**src/rtl/cn_pkg.sv**
```systemverilog
package cn_pkg;
  localparam int MSG_W = 8;
  localparam int MAG_W = MSG_W - 1;

  // number of radix-3 levels needed to cover n leaves
  function automatic int clog3(input int n);
    int lv;
    int span;
    lv = 0;
    span = 1;
    while (span < n) begin
      span = span * 3;
      lv = lv + 1;
    end
    return lv;
  endfunction

  function automatic int pow3(input int e);
    int r;
    r = 1;
    for (int i = 0; i < e; i++) r = r * 3;
    return r;
  endfunction
endpackage

```
**src/rtl/cn_mag_lt.sv**
```systemverilog
// Strict less-than from a ripple of per-bit compare cells (no subtractor).
module cn_mag_lt #(
  parameter int W = 7
) (
  input  logic [W-1:0] a,
  input  logic [W-1:0] b,
  output logic         a_lt_b
);
  logic [W:0] lt_chain;

  assign lt_chain[0] = 1'b0;

  generate
    for (genvar i = 0; i < W; i++) begin : g_bit
      // a higher bit that differs decides, otherwise the lower result carries on
      assign lt_chain[i+1] = (~a[i] & b[i]) | (~(a[i] ^ b[i]) & lt_chain[i]);
    end
  endgenerate

  assign a_lt_b = lt_chain[W];
endmodule

```
**src/rtl/cn_min3.sv**
```systemverilog
// Three-input minimum cell: three flags, two-level mux, lower index wins ties.
module cn_min3 #(
  parameter int W = 7
) (
  input  logic [W-1:0] d1,
  input  logic [W-1:0] d2,
  input  logic [W-1:0] d3,
  output logic [W-1:0] dmin
);
  logic f_21;  // d2 < d1
  logic f_32;  // d3 < d2
  logic f_31;  // d3 < d1

  cn_mag_lt #(.W(W)) u_lt21 (.a(d2), .b(d1), .a_lt_b(f_21));
  cn_mag_lt #(.W(W)) u_lt32 (.a(d3), .b(d2), .a_lt_b(f_32));
  cn_mag_lt #(.W(W)) u_lt31 (.a(d3), .b(d1), .a_lt_b(f_31));

  logic [W-1:0] pick_d1_side;
  logic [W-1:0] pick_d2_side;

  always_comb begin
    pick_d1_side = f_31 ? d3 : d1;
    pick_d2_side = f_32 ? d3 : d2;
    dmin         = f_21 ? pick_d2_side : pick_d1_side;
  end
endmodule

```
**src/rtl/cn_min_tree.sv**
```systemverilog
// Radix-3 minimum tree over N magnitudes, padded with all-ones.
module cn_min_tree
  import cn_pkg::*;
#(
  parameter int N = 7,
  parameter int W = 7
) (
  input  logic [N*W-1:0] mags,
  output logic [W-1:0]   min_mag
);
  localparam int LEVELS = clog3(N);
  localparam int SLOTS  = pow3(LEVELS);

  logic [W-1:0] node [0:LEVELS][0:SLOTS-1];

  generate
    for (genvar s = 0; s < SLOTS; s++) begin : g_leaf
      if (s < N) begin : g_real
        assign node[0][s] = mags[s*W +: W];
      end else begin : g_pad
        assign node[0][s] = '1;
      end
    end

    for (genvar l = 0; l < LEVELS; l++) begin : g_lvl
      for (genvar j = 0; j < SLOTS; j++) begin : g_node
        if (j < pow3(LEVELS - 1 - l)) begin : g_cell
          cn_min3 #(.W(W)) u_min3 (
            .d1  (node[l][3*j]),
            .d2  (node[l][3*j+1]),
            .d3  (node[l][3*j+2]),
            .dmin(node[l+1][j])
          );
        end else begin : g_idle
          assign node[l+1][j] = '1;
        end
      end
    end
  endgenerate

  assign min_mag = node[LEVELS][0];
endmodule

```
**src/rtl/cn_minsum_core.sv**
```systemverilog
module cn_minsum_core
  import cn_pkg::*;
#(
  parameter int N = 7
) (
  input  logic               clk,
  input  logic               rst_n,
  input  logic               in_valid,
  output logic               in_ready,
  input  logic [N*MSG_W-1:0] in_msgs,
  output logic               out_valid,
  input  logic               out_ready,
  output logic [MSG_W-1:0]   out_msg
);
  logic [N-1:0]       signs;
  logic [N*MAG_W-1:0] mags;
  logic [MAG_W-1:0]   min_mag;
  logic               sign_prod;

  generate
    for (genvar k = 0; k < N; k++) begin : g_split
      assign signs[k]              = in_msgs[k*MSG_W + MAG_W];
      assign mags[k*MAG_W +: MAG_W] = in_msgs[k*MSG_W +: MAG_W];
    end
  endgenerate

  assign sign_prod = ^signs;

  cn_min_tree #(.N(N), .W(MAG_W)) u_tree (
    .mags   (mags),
    .min_mag(min_mag)
  );

  assign in_ready = ~out_valid | out_ready;

  always_ff @(posedge clk) begin
    if (!rst_n) begin
      out_valid <= 1'b0;
      out_msg   <= '0;
    end else begin
      if (in_ready) out_valid <= in_valid;
      if (in_valid && in_ready) out_msg <= {sign_prod, min_mag};
    end
  end
endmodule

```
**config.mk**
```make
export PLATFORM = sky130hd
export DESIGN_NAME = cn_minsum_core
export DESIGN_NICKNAME = d
export VERILOG_FILES = /design/src/rtl/cn_pkg.sv /design/src/rtl/cn_mag_lt.sv /design/src/rtl/cn_min3.sv /design/src/rtl/cn_min_tree.sv /design/src/rtl/cn_minsum_core.sv
export SDC_FILE = /design/constraint.sdc
export NUM_CORES = 1
export LEC_CHECK = 0
export ABC_AREA = 1
export BUFFER_PORTS_ARGS = -buffer_cell sky130_fd_sc_hd__buf_2
export CORE_MARGIN = 2
export CORE_UTILIZATION = 45
export DETAILED_ROUTE_END_ITERATION = 10
export GPL_TIMING_DRIVEN = 0
export PLACE_DENSITY = 0.67
export SYNTH_ARGS = -nofsm -noshare
export SYNTH_HDL_FRONTEND = slang
export SYNTH_HIERARCHICAL = 1
export SYNTH_SLANG_ARGS = --single-unit
```
**constraint.sdc**
```tcl
create_clock -name clk -period 8.9 [get_ports clk]
set_input_delay 0.445 -clock clk [delete_from_list [all_inputs] [get_ports clk]]
set_output_delay 0.445 -clock clk [all_outputs]
set_load 0.005 [all_outputs]
```
Word-level counts from Yosys, hierarchy flattened

Index checks and enable logic that the tools add are counted.

Register bits after elaboration: 9
Output and inout port bits: 10

Multiplexer cells: 9
Bitwise gates (word level): 323
Reductions and logical operators: 2

Operators with widths:

| cell              | number |
|---|---|
| AND 1 bit         | 117 |
| NOT 1 bit         | 97 |
| 2-to-1 mux 7 bit  | 9 |
| OR 1 bit          | 55 |
| XOR 1 bit         | 54 |
| parity 7 bit      | 1 |
| logical AND 1 bit | 1 |

Depth between registers and ports, before layout

Gate-level depths: netlist of run 1.

Depth in word-level cells: 32
Depth in mapped cells: 40
Depth with buffers taken out: 38

Hierarchy

Netlist of run 1, hierarchy kept.

Modules (own cells, without submodules):

| module         | times used | cells each | area an instance (um2) | seq. area each (um2) |
|---|---|---|---|---|
| cn_mag_lt      | 12         | 31         | 170.2                  | 0.0 |
| cn_min3        | 4          | 76         | 332.8                  | 0.0 |
| cn_minsum_core | 1          | 77         | 495.5                  | 180.2 |
| cn_min_tree    | 1          | 1          | 3.8                    | 0.0 |

Worst setup path before layout of run 1

No wires, ideal clock.

Path type: input port to flip-flop
Start point: input port in_msgs[41]
End point: register out_msg[0]
Setup time: 0.116 ns
Arrival time: 3.003 ns
Path slack: 5.781 ns
Stages on the path: 39
Path buffers: 2
Cell sequence: inv_1 -> ha_1 -> nand3_1 -> nand2_1 -> nand2_1 -> nand2_1 -> nand2_1 -> nand2_1 -> nand2_1 -> nand2_1 -> nand2_1 -> nand2_1 -> nand2_1 -> nand2_1 -> buf_6 -> inv_4 -> nand2_1 -> nand3_1 -> [... 3 more ...] -> nand2_1 -> nand2_1 -> nand2_1 -> nand2_1 -> nand2_1 -> nand2_1 -> nand2_1 -> nand2_1 -> nand2_1 -> nand2_1 -> nand2_1 -> buf_6 -> inv_4 -> nand2_1 -> nand3_1 -> nand2_1 -> o21ai_0 -> nor2_1

RTL lines:

| what                   | line                 | source |
|---|---|---|
| start: declaration     | cn_minsum_core.sv:10 | `input logic [N*MSG_W-1:0] in_msgs,` |
| end signal: assignment | cn_minsum_core.sv:42 | `if (in_valid && in_ready) out_msg <= {sign_prod, min_mag};` |
| end: declaration       | cn_minsum_core.sv:13 | `output logic [MSG_W-1:0] out_msg` |

==> summary.txt, run 1 <==
status - complete, no violations
Yosys reg bits - 9
routability cong. - 0.8946
die area - 9363 µm²
Max Cap Viol - 0
Final setup viols - 0
clock skew - 0.001594 ns
xor/xnor share of the synthesized area - 0
Worst-path clk slew - 0.04 ns
pre-CTS setup slack - 5.234 ns
Post-Syn Area - 3872 µm²
Final #Nets - 1001
Switching Share - 0.5112
RSZ-0062 raised after global routing - false
core area - 8299 µm²
n_diodes - 0
die width - 96.77 µm
Ys Warns - 6
first-pass GRT wire length - 15270 µm
Total GRT Usage - 0.1809
GRT Residual Overflow - 0
Crit Path Class - input pin to flip-flop
P_int - 0.2160 mW
H-tree Lvls - 1
setup ws final - 5.495 ns
VDD IR max - 0.03846 mV
Leak - 3.489 nW
CTS tree - yes
Post-DP HPWL - 7084 µm
worst r2r src - out_valid
post-synthesis adder-cell area fraction - 0.2326
Max Freq - 293.7 MHz
vias in the first global route - 3903
first-pass iteration count of the detailed router - 4
Worst Path Arrival - 3.52 ns
I/O Pins - 70
post-synth top area cell - nand2_1
IO buf count - 69
Post-DRT Antenna Nets - 0
Slowest cell on crit path - ha_1
Hold-fix buffers, CTS - 0
Synth Area in Simple Gates - 0.4126
layout cells sized above 1 - 0.1786
largest net degree at the start of global routing - 10
minimum clock period - 3.405 ns
via count - 4143
CTS-repair resized insts - 0
Post-Synthesis Mean Instance Area - 5.136 µm²
Layout fillers - 915
later-pin clock latency in the skew report - 0.23 ns
Syn-to-layout area delta - 17.45%
gate count of the mapped netlist - 754
worst hold-check path type - flip-flop to flip-flop
DR iter-0 viols - 138
Core Rows - 33
Slowest Stage Delay on Critical Path - 0.29 ns
number of buffers created by CTS - 3
compound-gate portion of the synthesized area - 0.01034
Seq pwr share - 0.113
Die Ht - 96.77 µm
Final Non-Filler Cells - 973
max-slew violation count - 0
Worst path most repeated cell - nand2_1
Vias/cell - 4.258
WL final - 8047 µm
clk sinks - 9
min-delay src - out_msg[2]
Placed Cells - 969
power density over the cells - 97.16 nW/µm²
main area contributors after synthesis - nand2_1, ha_1, inv_1, nand3_1, inv_2
DR DRC count - 0
CTS root buffer - clkbuf_8
initial core utilization - 0.4666
NetSw - 0.2259 mW
share of total power in combinational logic - 0.783
Post-CTS Setup Bufs - 0
clk buf depth - 2
post-synthesis sequential area ratio - 0.04653
Fin. Hold Viols - 0
clock share of power - 0.104
crit path max fanout - 8
CP Launch Point - in_msgs[17]
CP startpoint kind - input pin
Fin Setup TNS - 0 ns
nature of the critical path endpoint - flip-flop
WP data required - 9.02 ns
post-synthesis mux area share - 0
wire per inst - 8.270 µm
period utilization - 0.3826
largest family of logic cells by synthesized area - simple AND/OR/NAND/NOR gates
post-synth top area share - 0.2811
initial antenna violation count - 0
post-synth cell types - 16
-- cell usage after synthesis --
| master | count |
|---|---|
| nand2_1 | 290 |
| inv_1 | 204 |
| ha_1 | 72 |
| nand3_1 | 71 |
| inv_2 | 50 |
| nor2_1 | 16 |
| buf_6 | 12 |
| nand2_2 | 10 |
| dfxtp_1 | 9 |
| inv_4 | 8 |
| o21ai_0 | 7 |
| a21oi_1 | 1 |
| conb_1 | 1 |
| inv_8 | 1 |
| nand2_4 | 1 |
| nand2_8 | 1 |
-- final timing paths --
path                end  slack, ns  cells past startpoint
max          out_msg[1]       5.49                     40
min reg2reg  out_msg[2]       0.47                      2
min          out_msg[2]       0.47                      2
max reg2reg  out_msg[7]       8.00                      7
-- routing by layer --
metal,global-route usage,part of all wire,up-vias
met5,0,0,-
met4,0.02492,0.0050,0
met3,0.006503,0.035,5
met2,0.3397,0.48,69
met1,0.2340,0.48,1732
li1,-,-,2337
-- flip-flops by register name, indices dropped and copies added, names as in the netlist --
register,cells
out_msg,8
out_valid,1
-- logic make-up after synthesis --
family,count (synthesis)
other,1
DFF,9
and+or+nand+nor,389
AOI/OAI and AO/OA,8
buffers and inverters,275
adders and majority gates,72
-- critical path, delay by kind of cell --
kind | cells | cell delay [ns]
and+or+nand+nor | 31 | 1.75
AOI/OAI and AO/OA | 1 | 0.17
buffers and inverters | 6 | 0.58
adders and majority gates | 2 | 0.57
-- placed cells by master (no fill, tap or decap), types with 7 or more instances in the layout --
cell type	synthesis	final
ha_1	72	72
nor2_1	16	16
o21ai_0	7	7
inv_4	8	8
inv_2	50	50
conb_1	1	42
buf_2	0	69
buf_6	12	12
nand3_1	71	71
inv_1	204	204
dfxtp_1	9	9
nand2_2	10	10
nand2_1	290	290
-- cell type report --
| cell class | instances | area (µm²) | share of cell area |
|---|---|---|---|
| plain buffers | 12 | 135.1 | 0.02971 |
| clock buffers | 4 | 45.04 | 0.009904 |
| inverters | 263 | 1015 | 0.2231 |
| multi-input cells | 511 | 2696 | 0.5928 |
| flip-flops and latches | 9 | 180.2 | 0.03961 |
| well taps | 105 | 131.4 | 0.02889 |
| repair buffers | 69 | 345.3 | 0.07593 |
-- power groups by stage --
stage	Sequential (mW)	Combinational, mW	Clock, mW
global placement	0.0504	0.332	0
detailed placement	0.0508	0.344	0
global route	0.0508	0.411	0.0495
floorplan	0.0513	0.262	0
finish	0.0500	0.346	0.0459
CTS	0.0501	0.345	0.0472
-- stage by stage --
stage               utilization  hold slack [ns]  power (mW)  instance area (µm²)
finish                   0.5480           0.4706      0.4419                 4548
global route             0.5480           0.5144      0.5118                 4548
CTS                      0.5480           0.4798      0.4427                 4548
detailed placement       0.5426           0.4703      0.3947                 4503
global placement         0.5426           0.4593      0.3826                 4503
floorplan                     -           0.4759      0.3131                 4026
(Power assumes the default switching activity.)
==> run 2, diff against run 1 <==
--- a/config.mk
+++ b/config.mk
@@ -11,7 +11,7 @@
 export CORE_UTILIZATION = 45
 export DETAILED_ROUTE_END_ITERATION = 10
 export GPL_TIMING_DRIVEN = 0
-export PLACE_DENSITY = 0.67
+export PLACE_DENSITY = 0.69
 export SYNTH_ARGS = -nofsm -noshare
 export SYNTH_HDL_FRONTEND = slang
 export SYNTH_HIERARCHICAL = 1
==> constraint.sdc (replaced) <==
create_clock -name clk -period 3.05 [get_ports clk]
set_input_delay 0.1525 -clock clk [delete_from_list [all_inputs] [get_ports clk]]
set_output_delay 0.1525 -clock clk [all_outputs]
set_load 0.005 [all_outputs]
==> run 2 against run 1 <==
Effect of this change:
- clock skew shrank 0.0014 ns
- clock power rose to 2.9 times the previous value
- critical path type unchanged
- non-clock buffer count up 10
- global-route usage barely moved
- largest cell class unchanged
- critical path depth is 1 lower
- first-iteration DRC count is 25% lower
- register-to-register slack got worse by 5.9 ns
- highest routed layer unchanged
==> summary.txt, run 2 (synthesis results as in run 1) <==
Top Registers - out_msg: 8 flops, out_valid: 1 flops
CP Launch Point - in_msgs[1]
worst r2r src - out_valid
CTS root buffer - clkbuf_8
RSZ-0062 raised after global routing - true
most common cell after layout, fill and taps aside - nand2_1
Crit path depth - 39 (-2.5%)
Tot Pwr - 1.466 mW (+230%)
Max Freq - 329.0 MHz
initial core utilization - 0.4666 (unchanged)
via count - 4184 (+0.99%)
later-pin clock latency in the skew report - 0.23 ns (about the same)
GRT Residual Overflow - 0 (unchanged)
Final setup viols - 0 (unchanged)
NetSw - 0.7547 mW (+230%)
Post-DP HPWL - 7144 µm (+0.85%)
Switching Share - 0.5147 (+0.003470)
I/O Pins - 70 (unchanged)
layout cells sized above 1 - 0.2323 (+0.05377)
reg2reg setup slack - 2.13 ns (-5.87 ns)
CP startpoint kind - input pin
initial antenna violation count - 0 (unchanged)
power density over the cells - 298.2 nW/µm² (+210%)
vias in the first global route - 3908 (+0.13%)
Crit Path Class - input pin to flip-flop
Worst Path Arrival - 3.16 ns (-0.36 ns)
Max Cap Viol - 0 (unchanged)
Placed Cells - 969 (unchanged)
Die Ht - 96.77 µm (unchanged)
Worst Reg2Reg Path Length in Cells - 7 (unchanged)
minimum clock period - 3.039 ns
first-pass GRT wire length - 15300 µm (+0.18%)
Final Non-Filler Cells - 983 (+1.0%)
RR Endpoint - out_msg[7]
Seq pwr share - 0.100 (-0.013)
period utilization - 0.9965
largest net degree at the start of global routing - 10 (unchanged)
P_int - 0.7117 mW (+230%)
share of total power in combinational logic - 0.809 (+0.026)
Slowest cell on crit path - ha_1
nature of the critical path endpoint - flip-flop
Slowest Stage Delay on Critical Path - 0.29 ns (about the same)
H-tree Lvls - 1 (unchanged)
IO buf count - 69 (unchanged)
Vias/cell - 4.256 (about the same)
number of buffers created by CTS - 3 (unchanged)
WP data required - 3.17 ns (-5.85 ns)
Syn-to-layout area delta - 26.98%
CTS tree - yes
clk buf depth - 2 (unchanged)
Post-DRT Antenna Nets - 0 (unchanged)
n_diodes - 0 (unchanged)
crit path max fanout - 8 (unchanged)
WP buf/inv - 6 (unchanged)
core area - 8299 µm² (unchanged)
Largest register FFs - 8 (unchanged)
VDD IR max - 0.1377 mV (+260%)
wire per inst - 8.547 µm (+3.3%)
Worst path most repeated cell - nand2_1
die width - 96.77 µm (unchanged)
WL final - 8402 µm (+4.4%)
DR iter-0 viols - 103 (-25%)
Leak - 3.599 nW (+3.2%)
post-layout utilization of the core - 0.5925 (+0.04448)
Biggest register - out_msg
Core Rows - 33 (unchanged)
Final Cell Area - 4917 µm² (+8.1%)
Worst setup endpoint - out_msg[5]
Worst path top cell family by delay - simple AND/OR/NAND/NOR gates
Fin Setup TNS - 0 ns (unchanged)
Hold-fix buffers, CTS - 0 (unchanged)
first-pass iteration count of the detailed router - 4 (unchanged)
Final #Nets - 1011 (+1.0%)
max-slew violation count - 0 (unchanged)
Worst-path clk slew - 0.04 ns (about the same)
clock skew - 0.0002123 ns (-0.001382 ns)
Total GRT Usage - 0.1814 (+0.0004519)
routability cong. - 0.8708 (-2.7%)
Post-DP Area - 4503 µm² (unchanged)
most frequent cells in the layout - nand2_1, inv_1, ha_1
Fin. Hold Viols - 0 (unchanged)
status - complete, no violations
clk sinks - 9 (unchanged)
worst hold-check path type - input pin to flip-flop
DR DRC count - 0 (unchanged)
die area - 9363 µm² (unchanged)
clock share of power - 0.092 (-0.012)
-- run 2: changes by cell type in the layout (fill, tap and decap cells not counted), moves of 7 or more --
cell	change
nand2_2	+13
buf_4	+10
nand2_1	-17
inv_8	+7
nand3_1	-11
o21ai_0	-7
nand3_2	+8
-- run 2: metrics by stage --
stage / setup slack, ns / hold WS [ns]
floorplan: 0.2240 / 0.2840
global placement: -0.2363 / 0.4566
detailed placement: -0.3759 / 0.4618
CTS: 0.003100 / 0.2277
global route: -0.3388 / 0.2486
finish: 0.01072 / 0.2298
-- run 2: layer usage --
layer  GRT usage  up-vias  routed length, µm
li1            -     2371                  -
met1      0.2283     1751               4035
met2      0.3526       56               4115
met4     0.01300        0                 39
met5           0        -                  0
met3    0.008671        6                212
-- run 2: what timing repair did --
item	CTS	global route
gates resized for setup	12	70
pin swaps	3	67
setup endpoints to repair	7	7
buffers inserted	1	9
-- run 2: worst min-delay path, stage by stage --
cell and delay [ns]:
buf_2 0.15, o21ai_2 0.07, nor2_1 0.04
-- run 2: worst min path at each step --
stage | from | endpoint | slack, ns | depth (start not counted)
after CTS | rst_n | out_msg[6] | 0.23 | 3
after detailed placement | rst_n | out_msg[6] | 0.46 | 3
after global placement | out_msg[2] | out_msg[2] | 0.46 | 2
after global routing | rst_n | out_msg[5] | 0.25 | 3
after floorplan | rst_n | out_valid | 0.28 | 2
final | rst_n | out_msg[5] | 0.23 | 3
-- run 2: layout make-up --
cell class,instances,area (µm²)
clock buffer,4,45.04
timing repair buffer,79,455.4
inverter,263,1060
buffer,12,135.1
fill,877,3382
sequential,9,180.2
multi-input combinational,511,2910
tap,105,131.4
-- run 2: power groups by stage --
stage | Sequential [mW] | Clock, mW | Combinational [mW]
after floorplan | 0.150 | 0 | 0.764
after global placement | 0.147 | 0 | 0.973
after detailed placement | 0.148 | 0 | 1.01
after CTS | 0.147 | 0.136 | 1.03
after global routing | 0.149 | 0.145 | 1.37
final | 0.146 | 0.134 | 1.19
==> run 3, diff against run 2 <==
--- a/config.mk
+++ b/config.mk
@@ -7,6 +7,7 @@
 export LEC_CHECK = 0
 export ABC_AREA = 1
 export BUFFER_PORTS_ARGS = -buffer_cell sky130_fd_sc_hd__buf_2
+export CORE_ASPECT_RATIO = 0.75
 export CORE_MARGIN = 2
 export CORE_UTILIZATION = 45
 export DETAILED_ROUTE_END_ITERATION = 10
==> run 3 against run 2 <==
Effect of this change:
- clock skew rose by 0.00099 ns
- die area barely moved
- worst setup slack got worse by 0.0053 ns
- critical endpoint is now out_msg[1]
- largest cell class unchanged
- largest power group unchanged
==> summary.txt, run 3 (synthesis results as in run 1) <==
Tot Pwr - 1.558 mW (+6.3%)
Final setup viols - 0 (unchanged)
Post-DRT Antenna Nets - 0 (unchanged)
post-layout utilization of the core - 0.5831 (-0.009406)
period utilization - 0.9982 (+0.001733)
Largest register FFs - 8 (unchanged)
core area - 8418 µm² (+1.4%)
Vias/cell - 4.312 (+1.3%)
CP startpoint kind - input pin
hold depth - 4 (+1)
clk sinks - 9 (unchanged)
initial core utilization - 0.4600 (-0.006589)
Max Cap Viol - 0 (unchanged)
Fin. Hold Viols - 0 (unchanged)
WL final - 8870 µm (+5.6%)
first-pass GRT wire length - 15960 µm (+4.3%)
Slowest cell on crit path - ha_4
Worst Reg2Reg Path Length in Cells - 7 (unchanged)
first-pass iteration count of the detailed router - 4 (unchanged)
routability cong. - 0.8043 (-7.6%)
power density over the cells - 317.5 nW/µm² (+6.5%)
wire per inst - 9.005 µm (+5.4%)
Worst path most repeated cell - nand2_1
H-tree Lvls - 1 (unchanged)
minimum clock period - 3.045 ns (+0.005286 ns)
WP buf/inv - 6 (unchanged)
Core Rows - 29 (-12%)
later-pin clock latency in the skew report - 0.23 ns (about the same)
GRT Residual Overflow - 0 (unchanged)
Crit path depth - 39 (unchanged)
Die Ht - 84.34 µm (-13%)
CTS tree - yes
I/O Pins - 70 (unchanged)
Max Freq - 328.5 MHz (-0.17%)
WP data required - 3.18 ns (about the same)
DR iter-0 viols - 139 (+35%)
Total GRT Usage - 0.1912 (+0.009862)
die width - 111.1 µm (+15%)
hold_ws - 0.2325 ns (+0.002707 ns)
RSZ-0062 raised after global routing - true
most common cell after layout, fill and taps aside - nand2_1
crit path max fanout - 8 (unchanged)
Hold-fix buffers, CTS - 0 (unchanged)
via count - 4247 (+1.5%)
Slowest Stage Delay on Critical Path - 0.26 ns (-0.03 ns)
Worst path top cell family by delay - simple AND/OR/NAND/NOR gates
worst hold-check path type - input pin to flip-flop
clk buf depth - 2 (unchanged)
vias in the first global route - 4115 (+5.3%)
DR DRC count - 0 (unchanged)
Post-DP HPWL - 7211 µm (+0.94%)
Leak - 3.597 nW (about the same)
status - complete, no violations
Final #Nets - 1010 (-0.099%)
Final Non-Filler Cells - 985 (+0.20%)
reg2reg setup slack - 2.11 ns (-0.02 ns)
clock skew - 0.001207 ns (+0.0009942 ns)
layout cells sized above 1 - 0.2360 (+0.003686)
Crit Path Class - input pin to flip-flop
CTS root buffer - clkbuf_16
initial antenna violation count - 0 (unchanged)
Syn-to-layout area delta - 26.75%
largest net degree at the start of global routing - 10 (unchanged)
number of buffers created by CTS - 3 (unchanged)
Worst Path Arrival - 3.17 ns (about the same)
VDD IR max - 0.3475 mV (+150%)
Top Registers - out_msg: 8 flops, out_valid: 1 flops
Worst-path clk slew - 0.04 ns (about the same)
Final Cell Area - 4908 µm² (-0.18%)
Placed Cells - 972 (+0.31%)
die area - 9371 µm² (about the same)
nature of the critical path endpoint - flip-flop
Biggest register - out_msg
n_diodes - 0 (unchanged)
max-slew violation count - 0 (unchanged)
most frequent cells in the layout - nand2_1, inv_1, ha_1
IO buf count - 69 (unchanged)
Post-DP Area - 4507 µm² (about the same)
==> run 3: changes by cell type in the layout (fill, tap and decap cells not counted), moves of 3 or more <==
cell / delta
nand3_2: +3
clkbuf_16: +3
inv_6: +3
nand2_2: +4
buf_6: -3
clkbuf_8: -3
inv_8: -4
nand3_4: -3
==> run 3: final cells by class <==
cell class,instances,area (µm²)
buffer,12,138.9
clock buffer,4,78.83
fill,846,3510
inverter,263,1047
multi-input combinational,511,2890
sequential,9,180.2
tap,108,135.1
timing repair buffer,78,437.9
==> run 3: repair_timing <==
action / CTS / global route
endpoints found under the setup margin: 7 / 7
gates resized for setup: 9 / 63
gates cloned: 0 / 0
setup buffers: 3 / 6
pin swaps: 5 / 67
==> run 3: worst min-delay path, stage by stage <==
cell	delay (ns)
buf_2	0.08
inv_2	0.04
nand2_4	0.08
a21oi_1	0.07
==> run 3: per-stage QoR <==
stage,TNS [ns],worst slack [ns]
after floorplan,0,0.2240
after global placement,-1.690,-0.2691
after detailed placement,-2.369,-0.3636
after CTS,0,0.003297
after global routing,-2.160,-0.3179
final,0,0.005433
==> run 3: metal layers <==
metal  share of wire  track usage  routed length (µm)  vias up
met3           0.040      0.01155                 353        7
li1                -            -                   -     2358
met5               0            0                   0        -
met1            0.48       0.2389                4288     1807
met2            0.47       0.3692                4175       75
met4          0.0060      0.03030                  53        0
==> run 3: worst paths after layout <==
check / start / to
worst max-delay path: in_msgs[25] / out_msg[1]
worst min-delay path: out_ready / out_valid
worst max register to register: out_valid / out_msg[7]
worst min register to register: out_msg[3] / out_msg[3]
==> run 3: power by group <==
part,total [mW],switching (mW),internal [mW]
Sequential,0.146,0.00882,0.137
Combinational,1.18,0.710,0.473
Clock,0.230,0.0558,0.175
